**src/rtl/icw_seq_pkg.sv**
```systemverilog
package icw_seq_pkg;

    localparam int DW        = 8;
    localparam int START_BIT = 4;

    typedef enum logic [2:0] {
        ST_IDLE,
        ST_W2,
        ST_W3,
        ST_W4,
        ST_RDY
    } seq_st_t;

    typedef struct packed {
        logic [2:0] a_hi;
        logic       level;
        logic       adi;
        logic       single;
        logic       need4;
    } w1_t;

    typedef struct packed {
        logic sfnm;
        logic bufd;
        logic ms;
        logic aeoi;
        logic pm;
    } w4_t;

    function automatic logic is_start(input logic a0, input logic [DW-1:0] d);
        return (!a0) && d[START_BIT];
    endfunction

    function automatic w1_t unpack_w1(input logic [DW-1:0] d);
        w1_t r;
        r.a_hi   = d[7:5];
        r.level  = d[3];
        r.adi    = d[2];
        r.single = d[1];
        r.need4  = d[0];
        return r;
    endfunction

    function automatic w4_t unpack_w4(input logic [DW-1:0] d);
        w4_t r;
        r.sfnm = d[4];
        r.bufd = d[3];
        r.ms   = d[2];
        r.aeoi = d[1];
        r.pm   = d[0];
        return r;
    endfunction

    function automatic seq_st_t after_w2(input w1_t c);
        if (!c.single) return ST_W3;
        if (c.need4)   return ST_W4;
        return ST_RDY;
    endfunction

    function automatic seq_st_t after_w3(input w1_t c);
        return c.need4 ? ST_W4 : ST_RDY;
    endfunction

endpackage

```
**src/rtl/icw_seq_fsm.sv**
```systemverilog
module icw_seq_fsm
    import icw_seq_pkg::*;
#(
    parameter int W = DW
) (
    input  logic         clk,
    input  logic         rst,
    input  logic         wr_stb,
    input  logic         wr_a0,
    input  logic [W-1:0] wr_data,
    input  w1_t          cfg1,
    output logic         start_hit,
    output logic         ld_w2,
    output logic         ld_w3,
    output logic         ld_w4,
    output logic         ocw_hit,
    output logic         ready
);

    seq_st_t st_q, st_d;

    always_comb begin
        start_hit = wr_stb && is_start(wr_a0, wr_data);
        ld_w2     = wr_stb && !start_hit && (st_q == ST_W2);
        ld_w3     = wr_stb && !start_hit && (st_q == ST_W3);
        ld_w4     = wr_stb && !start_hit && (st_q == ST_W4);
        ocw_hit   = wr_stb && !start_hit && (st_q == ST_RDY);
        ready     = (st_q == ST_RDY);
    end

    always_comb begin
        st_d = st_q;
        if (start_hit)  st_d = ST_W2;
        else if (ld_w2) st_d = after_w2(cfg1);
        else if (ld_w3) st_d = after_w3(cfg1);
        else if (ld_w4) st_d = ST_RDY;
    end

    always_ff @(posedge clk) begin
        if (rst) st_q <= ST_IDLE;
        else     st_q <= st_d;
    end

endmodule

```
**src/rtl/icw_seq_regs.sv**
```systemverilog
module icw_seq_regs
    import icw_seq_pkg::*;
#(
    parameter int W = DW
) (
    input  logic         clk,
    input  logic         rst,
    input  logic [W-1:0] wr_data,
    input  logic         start_hit,
    input  logic         ld_w2,
    input  logic         ld_w3,
    input  logic         ld_w4,
    output w1_t          cfg1,
    output logic [W-1:0] vec_hi,
    output logic [W-1:0] slave,
    output w4_t          cfg4
);

    always_ff @(posedge clk) begin
        if (rst) begin
            cfg1   <= '0;
            vec_hi <= '0;
            slave  <= '0;
            cfg4   <= '0;
        end else begin
            if (start_hit) begin
                cfg1  <= unpack_w1(wr_data);
                cfg4  <= '0;
                slave <= '0;
            end
            if (ld_w2) vec_hi <= wr_data;
            if (ld_w3) slave  <= wr_data;
            if (ld_w4) cfg4   <= unpack_w4(wr_data);
        end
    end

endmodule

```
**src/rtl/icw_seq_side.sv**
```systemverilog
module icw_seq_side
    import icw_seq_pkg::*;
#(
    parameter int W = DW
) (
    input  logic         clk,
    input  logic         rst,
    input  logic         start_hit,
    input  logic         ocw_hit,
    input  logic         wr_a0,
    input  logic [W-1:0] wr_data,
    output logic         init_clr,
    output logic         ocw_valid,
    output logic         ocw_a0,
    output logic [W-1:0] ocw_data
);

    always_ff @(posedge clk) begin
        if (rst) begin
            init_clr  <= 1'b0;
            ocw_valid <= 1'b0;
            ocw_a0    <= 1'b0;
            ocw_data  <= '0;
        end else begin
            init_clr  <= start_hit;
            ocw_valid <= ocw_hit;
            if (ocw_hit) begin
                ocw_a0   <= wr_a0;
                ocw_data <= wr_data;
            end
        end
    end

endmodule

```
**src/rtl/icw_seq_top.sv**
```systemverilog
module icw_seq_top
    import icw_seq_pkg::*;
#(
    parameter int W = DW
) (
    input  logic         clk,
    input  logic         rst,
    input  logic         wr_stb,
    input  logic         wr_a0,
    input  logic [W-1:0] wr_data,
    output logic         ready_o,
    output logic         level_trig_o,
    output logic         spacing4_o,
    output logic         single_o,
    output logic         need4_o,
    output logic [2:0]   vec_lo_o,
    output logic [W-1:0] vec_hi_o,
    output logic [W-1:0] slave_o,
    output logic         sfnm_o,
    output logic         buffered_o,
    output logic         master_o,
    output logic         aeoi_o,
    output logic         two_pulse_o,
    output logic         mask_clr_o,
    output logic         edge_rst_o,
    output logic         prio_rst_o,
    output logic         smm_clr_o,
    output logic         rd_irr_o,
    output logic         ocw_valid_o,
    output logic         ocw_a0_o,
    output logic [W-1:0] ocw_data_o
);

    w1_t  cfg1;
    w4_t  cfg4;
    logic start_hit, ld_w2, ld_w3, ld_w4, ocw_hit, init_clr;

    icw_seq_fsm #(.W(W)) fsm_i (
        .clk(clk), .rst(rst), .wr_stb(wr_stb), .wr_a0(wr_a0), .wr_data(wr_data),
        .cfg1(cfg1), .start_hit(start_hit), .ld_w2(ld_w2), .ld_w3(ld_w3),
        .ld_w4(ld_w4), .ocw_hit(ocw_hit), .ready(ready_o)
    );

    icw_seq_regs #(.W(W)) regs_i (
        .clk(clk), .rst(rst), .wr_data(wr_data), .start_hit(start_hit),
        .ld_w2(ld_w2), .ld_w3(ld_w3), .ld_w4(ld_w4),
        .cfg1(cfg1), .vec_hi(vec_hi_o), .slave(slave_o), .cfg4(cfg4)
    );

    icw_seq_side #(.W(W)) side_i (
        .clk(clk), .rst(rst), .start_hit(start_hit), .ocw_hit(ocw_hit),
        .wr_a0(wr_a0), .wr_data(wr_data), .init_clr(init_clr),
        .ocw_valid(ocw_valid_o), .ocw_a0(ocw_a0_o), .ocw_data(ocw_data_o)
    );

    always_comb begin
        level_trig_o = cfg1.level;
        spacing4_o   = cfg1.adi;
        single_o     = cfg1.single;
        need4_o      = cfg1.need4;
        vec_lo_o     = cfg1.a_hi;
        sfnm_o       = cfg4.sfnm;
        buffered_o   = cfg4.bufd;
        master_o     = cfg4.ms;
        aeoi_o       = cfg4.aeoi;
        two_pulse_o  = cfg4.pm;
        mask_clr_o   = init_clr;
        edge_rst_o   = init_clr;
        prio_rst_o   = init_clr;
        smm_clr_o    = init_clr;
        rd_irr_o     = init_clr;
    end

endmodule

```
**config.mk**
```make
export PLATFORM = sky130hd
export DESIGN_NAME = icw_seq_top
export DESIGN_NICKNAME = d
export VERILOG_FILES = /design/src/rtl/icw_seq_pkg.sv /design/src/rtl/icw_seq_fsm.sv /design/src/rtl/icw_seq_regs.sv /design/src/rtl/icw_seq_side.sv /design/src/rtl/icw_seq_top.sv
export SDC_FILE = /design/constraint.sdc
export NUM_CORES = 1
export LEC_CHECK = 0
export ABC_AREA = 1
export BUFFER_PORTS_ARGS = -buffer_cell sky130_fd_sc_hd__buf_2
export CAP_MARGIN = 20
export CORE_ASPECT_RATIO = 1.1
export CORE_MARGIN = 3
export CORE_UTILIZATION = 50
export DETAILED_ROUTE_END_ITERATION = 6
export PLACE_DENSITY = 0.83
export SYNTH_ARGS = -nofsm -noshare
export SYNTH_HDL_FRONTEND = slang
export SYNTH_HIERARCHICAL = 1
export SYNTH_SLANG_ARGS = --single-unit
```
**constraint.sdc**
```tcl
create_clock -name clk -period 1.76 [get_ports clk]
set_input_delay 0.176 -clock clk [delete_from_list [all_inputs] [get_ports clk]]
set_output_delay 0.176 -clock clk [all_outputs]
set_load 0.01 [all_outputs]
```
==> results.md, run 1 <==
- Cells after Synth: 228
- Flop pwr share: 55.7%
- Final Hold Fails: 0
- Clk pwr share: 35.7%
- Final non-filler cell area: 2110 µm²
- Slowest cell on crit path: dfxtp_1
- Final setup violation count: 0
- ANT nets after route: 0
- Pwr Density: 836 nW/µm²
- Dominant cell type by area after synthesis: dfxtp_1
- Fmax achieved: 726 MHz
- Count of cell types in the netlist: 25
- Largest cells by area after synthesis: dfxtp_1 48%, nand2_1 17%, a21oi_2 6.5%
- Final non-filler cell total: 329
- Static leakage: 0.967 nW
- Hold buffers post-CTS: 0
- Max-cap violations: 0
- Clock Sink Count: 42
- Pins Over Slew Limit: 0
- Synth-to-Final Area Change: 20.0%
- Post-synth ARST share: 0%
- Drt wl/cell: 11.8 µm
- Grt ovf: 0
- Gr busiest metal: met2
- Hold slack: 0.101 ns
- Worst slew pin tran: 0.561 ns
- Starting Density: 54.9%
- Fin crit period: 1.38 ns
- Hold Path Stages: 3
- Sw frac: 23.3%
- Initial DRC count: 77
- NetSw: 0.412 mW
- Worst setup EP type: output port
- GR Util met3: 4.93%
- Dpl cell area: 2030 µm²
- Rel. slew slack: 62.6%
- Critical path class: reg2out
- Die width: 62.6 µm
- Post-cts resize count: 0
- Status: finished, final reports clean
- Maximum VDD drop: 0.000583 V
- RSZ-0062 raised after global routing: no
- Post-synth top area share: 47.8%
- First-pass GRT wire length: 6.36 mm
- CTS tree: done
- H-tree depth: 2
- Vias per cell: 5.00
- Gate power share: 8.6%
- Row cnt: 21
- CTS Root Cell: clkbuf_4
- Period utilization: 78.3%
- Depth of the most critical reg-to-reg path: 6
- CP Launch Type: register
- Antenna violations before repair: 0
- Syn nets: 240
- I/O pin count: 56
- Vias in the first global route: 1380
- Ant diodes: 0
- Crit Path Max Fanout: 5
- WP data arrival: 1.20 ns
- Detail Placement HPWL: 2.86 mm
- DRT Wirelength: 3.89 mm
- Post-CTS Setup Repair Bufs: 0
- Worst-Skew Late Latency: 0.35 ns
- # placed instances: 322
- Pre-Repair DR Iteration Count: 4
- Tot GR Track Use: 19.2%
- Synth warn: 6
- Vias post-DR: 1644
- Post-Syn Area: 1760 µm²
- Worst hold path type: in2reg
- Post-synth EDFFs: 0
- Yosys reg bits: 42
- Final nets: 295
- Placeable core region: 3210 µm²
- Port Buffers: 55
- Share of cells above drive strength 1: 32.9%
- Power Internal: 1.35 mW
- TritonCTS Buffers: 5
- Top-count cell post-synth: nand2_1
- Final Util: 65.8%
- Max Buffers Root-to-Sink: 2
- Sequential cell area fraction in the yosys report: 47.8%
- Worst Skew: 0.0121 ns
- Reg-to-reg slack, setup: 0.40 ns
- Most used DFF post-synth: dfxtp_1
- Setup TNS: 0 ns
- Clk slew on worst S/H paths: 0.12 ns
- Routability cong.: 0.898
- Die ar.: 4270 µm²
- Max stage delay on crit path: 0.42 ns
- Die Y: 68.2 µm
- Cell Chain, Critical Path: inv_1, nor3_1, buf_2
- Worst path required time: 1.58 ns
- Met2 Usage GRT: 32.6%
- Drt drc: 0
- Syn Area/Cell: 7.72 µm²
- Met1 Use GR: 22.8%
- Top cells by count, synth: 81 x nand2_1, 42 x dfxtp_1, 24 x nor2_1, 16 x a21oi_1, 15 x inv_1
- Pin count of the biggest net entering global routing: 24
-- through the flow --
stage               power (mW)  setup WS [ns]
floorplan                 1.10          0.381
global placement          1.15          0.394
detailed placement        1.16          0.398
CTS                       1.77          0.378
global route              1.83          0.278
finish                    1.76          0.382
-- layout by cell type (no fill, tap or decap) --
| cell | instances |
|---|---|
| clkbuf_8 | 1 |
| nor3_1 | 3 |
| nor2_1 | 24 |
| bufinv_16 | 1 |
| o21ai_0 | 1 |
| or2_1 | 1 |
| nand3_1 | 4 |
| buf_4 | 5 |
| nor2_8 | 1 |
| nor4_2 | 2 |
| inv_2 | 4 |
| nand3b_1 | 1 |
| clkbuf_4 | 5 |
| inv_1 | 15 |
| buf_2 | 55 |
| dfxtp_1 | 42 |
| nor2_4 | 1 |
| nor2_2 | 2 |
| o21ai_1 | 1 |
| a21oi_2 | 13 |
| a21oi_1 | 16 |
| nor3_2 | 1 |
| nand2_1 | 81 |
| nand2_2 | 1 |
| clkinv_1 | 1 |
| a21boi_2 | 1 |
-- area by class of cell --
cell class	instances	area (µm²)
inverter	20	75.1
multi-input combinational	154	743
clock buffer	6	51.3
tap	46	57.6
sequential	42	841
fill	293	1090
clock inverter	1	30.0
timing repair buffer	60	313
-- layer usage --
layer,share of wire [%],vias up,wire (µm)
li1,-,811,-
met5,0,-,0
met1,42,768,1650
met2,48,57,1870
met3,7.6,8,295
met4,2.0,0,76
-- power by group through the flow --
stage                     Combinational (mW)  Clock, mW  Sequential [mW]
after floorplan                       0.0929          0             1.01
after global placement                 0.151          0             1.00
after detailed placement               0.153          0             1.00
after CTS                              0.153      0.638            0.983
after global routing                   0.170      0.670            0.986
final                                  0.152      0.630            0.983
-- sequential cells by signal (all words and copies together) (netlist names) --
| signal | flops |
|---|---|
| side_i/ocw_a0 | 1 |
| regs_i/cfg1 | 7 |
| side_i/ocw_data | 8 |
| regs_i/cfg4 | 5 |
| side_i/init_clr | 1 |
| regs_i/slave | 8 |
| regs_i/vec_hi | 8 |
| fsm_i/st_q | 3 |
| side_i/ocw_valid | 1 |
-- final timing paths --
| path | start | end |
|---|---|---|
| max reg2reg | fsm_i/st_q[1] | regs_i/slave[3] |
| max | fsm_i/st_q[2] | ready_o |
| min reg2reg | regs_i/cfg1[3] | regs_i/cfg1[3] |
| min | wr_data[7] | regs_i/cfg1[6] |
-- kinds of logic (layout without fill, tap and decap cells) --
| logic type | Yosys count | after routing | share of synthesized area, % |
|---|---|---|---|
| buf+inv | 32 | 87 | 10.7 |
| compound gates | 32 | 32 | 12.2 |
| simple gates | 122 | 122 | 29.3 |
| flops | 42 | 42 | 47.8 |
-- critical path, delay by kind of cell, from the launching register on --
family	cells	cell delay, ns
DFF	1	0.42
buffers and inverters	2	0.30
and+or+nand+nor	1	0.15
Power figures use the tool's default switching activity.
==> run 2, diff against run 1 <==
ABC_AREA = 0   (was 1)
CORE_UTILIZATION = 45   (was 50)
PLACE_DENSITY = 0.79   (was 0.83)
clock period = 1.2 ns   (was 1.76 ns; I/O delays follow)
==> run 2 against run 1 <==
  * Global-route usage shrank 1.1 points
  * Synthesized area grew 1.1%
  * Sequential power grew 44%
  * Cell count shrank 11%
  * Wire length grew 12%
  * Synthesized cell count shrank 24%
  * Sequential cell count is the same
  * Highest routed layer unchanged
  * Largest cell class is now multi-input combinational cells
  * Total power grew 46%
  * Clock-buffer cell count shrank 1
  * Cell area grew 15%
  * Non-clock buffer count grew 16
  * The flow now finishes with violations (setup timing)
==> results.md, run 2 <==
- Vias per cell: 5.02 (+0.40%)
- Worst path required time: 1.38 ns (-0.20 ns)
- Die Y: 71.9 µm (+5.4%)
- Drt drc: 0 (unchanged)
- Pins Over Slew Limit: 0 (unchanged)
- Final Hold Fails: 0 (unchanged)
- Reg-to-reg slack, setup: -0.11 ns (-0.51 ns)
- Vias post-DR: 1470 (-11%)
- Ant diodes: 0 (unchanged)
- Count of cell types in the netlist: 30 (+20%)
- Tot GR Track Use: 18.2% (-1.1 points)
- Final nets: 254 (-14%)
- Dominant cell type by area after synthesis: dfxtp_1
- HP Start: wr_a0
- Row cnt: 23 (+9.5%)
- Antenna violations before repair: 0 (unchanged)
- Hold buffers post-CTS: 0 (unchanged)
- Fill count: 294 (+0.34%)
- Share of cells above drive strength 1: 47.7% (+15 points)
- Worst setup EP type: register
- Hold Path Stages: 3 (unchanged)
- Syn nets: 186 (-23%)
- Regs by FF count: regs_i/slave x8, regs_i/vec_hi x8, side_i/ocw_data x8
- Final non-filler cell area: 2420 µm² (+15%)
- Pre-Repair DR Iteration Count: 4 (unchanged)
- Max stage delay on crit path: 0.37 ns (-0.05 ns)
- Max-cap violations: 0 (unchanged)
- Hold EP: side_i/ocw_a0
- Worst Skew: 0.0124 ns (+0.000346 ns)
- Yosys reg bits: 42 (unchanged)
- Commonest non-fill, non-tap cell in the layout: buf_2
- Cells after Synth: 174 (-24%)
- DRT Wirelength: 4.34 mm (+12%)
- CP Launch Type: register
- Failing checks: setup timing
- Crit Path Max Fanout: 6 (+1)
- Fmax achieved: 762 MHz
- Critical path class: reg2reg
- Post-synth ARST share: 0% (unchanged)
- Status: complete, but fails checks
- Max Buffers Root-to-Sink: 2 (unchanged)
- Vias in the first global route: 1418 (+2.8%)
- H-tree depth: 2 (unchanged)
- Depth of the most critical reg-to-reg path: 5 (-1)
- Top cells by count, synth: 42 x dfxtp_1, 26 x nor2_1, 24 x mux2i_1, 14 x inv_1, 14 x nand2_1
- CTS Root Cell: clkbuf_8
- Port Buffers: 55 (unchanged)
- I/O pin count: 56 (unchanged)
- Routability cong.: 0.772 (-14%)
- Die ar.: 4740 µm² (+11%)
- Synth warn: 6 (unchanged)
- Cell Chain, Critical Path: nor3b_4, and3_4, buf_8, mux2i_1, nor2_1
- Starting Density: 47.9% (-7.0 points)
- Fin crit period: 1.31 ns
- Sequential cell area fraction in the yosys report: 47.3% (-0.50 points)
- Final setup violation count: 31 (+31)
- Maximum VDD drop: 0.000714 V (+23%)
- ANT nets after route: 0 (unchanged)
- Syn Area/Cell: 10.2 µm² (+32%)
- Largest cells by area after synthesis: dfxtp_1 47%, mux2i_1 14%, o32ai_2 7.3%
- Most frequent cells in the layout: 54 x buf_2, 39 x dfxtp_1, 25 x nor2_1
- Met3 routed WL: 273 µm (-7.5%)
- Pin count of the biggest net entering global routing: 25 (+4.2%)
- Synth-to-Final Area Change: 36.2%
- Detail Placement HPWL: 2.92 mm (+2.2%)
- Most used DFF post-synth: dfxtp_1
- Hold slack: 0.106 ns (+0.00552 ns)
- WP data arrival: 1.49 ns (+0.29 ns)
- Post-synth EDFFs: 0 (unchanged)
- Static leakage: 1.02 nW (+5.3%)
- Worst slew pin tran: 0.271 ns (-0.290 ns)
- Worst-Skew Late Latency: 0.30 ns (-0.05 ns)
- Met2 wire length: 2.29 mm (+22%)
- Worst hold path type: in2reg
- Clk slew on worst S/H paths: 0.08 ns (-0.04 ns)
- Die width: 65.9 µm (+5.4%)
- Worst reg2reg endpoint: side_i/ocw_data[7]
- Grt ovf: 0 (unchanged)
- CTS tree: done
- Pwr Density: 1060 nW/µm² (+27%)
- Top-count cell post-synth: dfxtp_1
- Drt wl/cell: 14.8 µm (+25%)
- Top Layer Used: met4
- Rel. slew slack: 82.0% (+19 points)
- Period utilization: 109%
- Clock Sink Count: 42 (unchanged)
- Placeable core region: 3710 µm² (+16%)
- RSZ-0062 raised after global routing: yes
- Worst r2r src: fsm_i/st_q[2]
- Wl on met1: 1.72 mm (+4.5%)
- Dpl cell area: 2190 µm² (+8.0%)
- Initial DRC count: 60 (-22%)
- Slowest cell on crit path: dfxtp_4
- Worst Slack Setup Final: -0.113 ns (-0.495 ns)
- First-pass GRT wire length: 6.56 mm (+3.1%)
- Post-Syn Area: 1780 µm² (+1.1%)
- TritonCTS Buffers: 5 (unchanged)
- Post-synth top area share: 47.3% (-0.50 points)
==> run 2: changes by cell type in the layout (fill, tap and decap cells not counted), moves of 5 or more <==
| cell | delta |
|---|---|
| nand2_1 | -68 |
| buf_6 | +7 |
| o32ai_2 | +13 |
| mux2i_1 | +24 |
| a21oi_1 | -14 |
| buf_4 | +8 |
| clkbuf_4 | -5 |
| a21oi_2 | -13 |
==> run 2: cell families (layout without fill, tap and decap cells) <==
logic type / Yosys count / in the layout / share of synthesized area, %
AOI/OAI and AO/OA: 20 / 20 / 13.9
buffers and inverters: 29 / 98 / 9.15
DFF: 42 / 42 / 47.3
muxes: 24 / 24 / 13.5
and+or+nand+nor: 59 / 59 / 16.2
==> run 2: worst max-delay path, delay by kind of cell (launching register included) <==
kind / cells / cell delay [ns]
buffers and inverters: 1 / 0.13
flip-flops: 1 / 0.37
multiplexers: 1 / 0.20
AND/OR/NAND/NOR: 3 / 0.49
==> run 2: worst max path at each step <==
| stage | from | endpoint |
|---|---|---|
| final | fsm_i/st_q[2] | side_i/ocw_data[7] |
| after global routing | fsm_i/st_q[2] | side_i/ocw_data[6] |
| after CTS | fsm_i/st_q[2] | regs_i/cfg4[4] |
| after floorplan | fsm_i/st_q[1] | regs_i/slave[0] |
| after global placement | fsm_i/st_q[0] | side_i/ocw_data[7] |
| after detailed placement | wr_a0 | regs_i/cfg4[1] |
==> run 2: per-stage QoR <==
step	setup TNS (ns)	total power, mW	std cells	util, %	setup slack (ns)
floorplan	-3.18	1.58	174	-	-0.154
global placement	-2.72	1.67	283	59.0	-0.132
detailed placement	-3.38	1.68	283	59.0	-0.187
CTS	-2.35	2.59	293	63.4	-0.128
global route	-4.00	2.68	293	65.3	-0.179
finish	-1.95	2.57	293	65.3	-0.113
==> run 2: timing repair <==
item                       in CTS  in global routing
gates resized for setup        13                 14
setup buffers                   2                  2
setup endpoints to repair      32                 33
pin swaps                       5                  6
==> run 2: cell type report <==
class / count / area (µm²) / share of cell area (%)
Clock inverter: 3 / 20.0 / 0.826
Clock buffer: 5 / 68.8 / 2.84
Tap cell: 50 / 62.6 / 2.58
Sequential cell: 42 / 852 / 35.2
Inverter: 14 / 52.6 / 2.17
Multi-Input combinational cell: 103 / 885 / 36.5
Timing Repair Buffer: 76 / 482 / 19.9
==> run 2: per-layer routing <==
layer | track usage [%] | vias up
met2 | 32.4 | 46
met5 | 0 | -
met4 | 5.42 | 0
met1 | 21.2 | 699
met3 | 4.80 | 6
li1 | - | 719
==> run 2: where the power goes <==
group / internal [mW] / total [mW] / switching, mW / leakage, nW
logic: 0.111 / 0.252 / 0.141 / 0.629
clock network: 0.410 / 0.901 / 0.491 / 0.0484
registers: 1.41 / 1.42 / 0.0142 / 0.341
total: 1.93 / 2.57 / 0.647 / 1.02
==> run 3, diff against run 2 <==
HOLD_SLACK_MARGIN = 0.12   (was default)
==> run 3 against run 2 <==
  * The flow still finishes with violations (setup timing)
  * Global-route usage grew 0.065 points
  * Worst hold slack improved by 0.025 ns
  * Clock skew decreased by 0.00057 ns
  * Setup slack improved by 0.0025 ns
  * Register-to-register slack is essentially flat
  * Via count about the same
  * First-iteration DRC count decreased by 3.3%
  * Critical path depth did not move
  * Sequential share of layout area fell by 0.14 points
  * Total power shrank 0.25%
  * Cell count rose by 0.68%
  * Clock-buffer cell count stayed put
  * Critical endpoint unchanged
  * Largest cell class unchanged
==> results.md, run 3 (synthesized netlist as in run 2, its figures left out) <==
- Maximum VDD drop: 0.000709 V (-0.68%)
- Routability cong.: 0.772 (unchanged)
- Detail Placement HPWL: 2.92 mm (unchanged)
- Worst-Skew Late Latency: 0.30 ns (about the same)
- Starting Density: 47.9% (unchanged)
- # placed instances: 283 (unchanged)
- Vias in the first global route: 1431 (+0.92%)
- Placeable core region: 3710 µm² (unchanged)
- DRT Wirelength: 4.22 mm (-2.7%)
- Fin crit period: 1.31 ns (-0.00251 ns)
- Period utilization: 109% (-0.21 points)
- Ant diodes: 0 (unchanged)
- Drt drc: 0 (unchanged)
- Vias per cell: 4.98 (-0.75%)
- Pre-Repair DR Iteration Count: 5 (+1)
- Worst path required time: 1.38 ns (about the same)
- Max-cap violations: 0 (unchanged)
- Met2 wire length: 2.20 mm (-3.8%)
- Rel. slew slack: 82.4% (+0.42 points)
- Sw frac: 24.8% (-0.29 points)
- Wl on met1: 1.77 mm (+2.9%)
- Pin count of the biggest net entering global routing: 25 (unchanged)
- Tot GR Track Use: 18.2% (+0.065 points)
- Power Internal: 1.93 mW (+0.14%)
- Dpl ws: -0.187 ns (unchanged)
- Initial DRC count: 58 (-3.3%)
- Max Buffers Root-to-Sink: 2 (unchanged)
- Most frequent cells in the layout: 54 x buf_2, 39 x dfxtp_1, 25 x nor2_1
- RSZ-0062 raised after global routing: yes
- CTS tree: done
- Crit Path Max Fanout: 6 (unchanged)
- Clk slew on worst S/H paths: 0.09 ns (about the same)
- Pins Over Slew Limit: 0 (unchanged)
- Commonest non-fill, non-tap cell in the layout: buf_2
- Regs by FF count: regs_i/slave x8, regs_i/vec_hi x8, side_i/ocw_data x8
- Flop pwr share: 55.3% (about the same)
- Worst Slack Setup Final: -0.110 ns (+0.00251 ns)
- Static leakage: 1.02 nW (+0.49%)
- Antenna violations before repair: 0 (unchanged)
- H-tree depth: 2 (unchanged)
- Final Power: 2.57 mW (-0.25%)
- Pwr Density: 1060 nW/µm² (-0.66%)
- TritonCTS Buffers: 5 (unchanged)
- Row cnt: 23 (unchanged)
- Vias post-DR: 1469 (-0.068%)
- Met3 routed WL: 210 µm (-23%)
- Clk pwr share: 34.8% (-0.2 points)
- Worst setup EP type: register
- Die ar.: 4740 µm² (unchanged)
- Worst Skew: 0.0119 ns (-0.000570 ns)
- Reg-to-reg slack, setup: -0.11 ns (about the same)
- ANT nets after route: 0 (unchanged)
- Die width: 65.9 µm (unchanged)
- Synth-to-Final Area Change: 36.8%
- WP data arrival: 1.49 ns (about the same)
- Drt wl/cell: 14.3 µm (-3.4%)
- Clock Sink Count: 42 (unchanged)
- CTS Root Cell: clkbuf_8
- Final Hold Fails: 0 (unchanged)
- Fmax achieved: 763 MHz (+0.19%)
- Die Y: 71.9 µm (unchanged)
- Gate power share: 9.9% (about the same)
- I/O pin count: 56 (unchanged)
- Final setup violation count: 27 (-13%)
- Share of cells above drive strength 1: 46.5% (-1.2 points)
- Port Buffers: 55 (unchanged)
- Worst hold path type: in2reg
- Critical path class: reg2reg
- NetSw: 0.638 mW (-1.4%)
- Final nets: 256 (+0.79%)
- First-pass GRT wire length: 6.60 mm (+0.64%)
- Grt ovf: 0 (unchanged)
- CP Launch Type: register
- Status: complete, but fails checks
- Final non-filler cell total: 295 (+0.68%)
- Failing checks: setup timing
- Worst slew pin tran: 0.264 ns (-0.00636 ns)
- Top Layer Used: met4
==> run 3: changes by cell type in the layout (fill, tap and decap cells not counted), sizes merged <==
cell / before / now
dlygate4sd3: 0 / 2
==> run 3: what timing repair did <==
action,CTS,global route
resized for setup,13,12
hold buffers,2,0
pin swaps,5,6
endpoints found under the hold margin,2,0
setup buffers,2,2
endpoints found under the setup margin,32,33
==> run 3: final cells by class <==
cell class,count,area (µm²)
multi-input combinational,103,875
tap,50,62.6
clock buffer,5,68.8
timing repair buffer,78,502
fill,295,1280
clock inverter,3,20.0
sequential,42,852
inverter,14,52.6
==> run 3: routing by layer <==
metal,track usage [%],vias up
met4,5.42,0
li1,-,722
met5,0,-
met1,21.4,704
met3,4.80,4
met2,32.4,39
==> run 3: worst paths after layout <==
check / startpoint / to / cells past startpoint
min: wr_data[5] / regs_i/cfg1[4] / 3
max reg2reg: fsm_i/st_q[0] / side_i/ocw_data[7] / 5
min reg2reg: regs_i/slave[1] / regs_i/slave[1] / 2
max: fsm_i/st_q[0] / side_i/ocw_data[7] / 5
==> run 3: through the flow <==
step / setup TNS, ns / hold slack, ns / instance area, µm² / utilization [%]
after global placement: -2.72 / 0.392 / 2190 / 59.0
final: -1.73 / 0.131 / 2430 / 65.5
after floorplan: -3.18 / 0.175 / 1810 / -
after global routing: -3.56 / 0.133 / 2430 / 65.5
after detailed placement: -3.38 / 0.406 / 2190 / 59.0
after CTS: -2.35 / 0.126 / 2370 / 64.0
==> run 3: worst max-delay path, cell delays in order (launching register included) <==
cell,delay (ns)
dfxtp_4,0.38
nor3b_4,0.20
and3_4,0.23
buf_8,0.13
mux2i_1,0.20
nor2_1,0.05
==> run 3: power by group through the flow <==
| stage | Combinational, mW | Clock, mW | Sequential [mW] |
|---|---|---|---|
| finish | 0.254 | 0.893 | 1.42 |
| global route | 0.273 | 0.981 | 1.42 |
| CTS | 0.246 | 0.934 | 1.42 |
| detailed placement | 0.224 | 0 | 1.45 |
| global placement | 0.220 | 0 | 1.45 |
| floorplan | 0.122 | 0 | 1.46 |
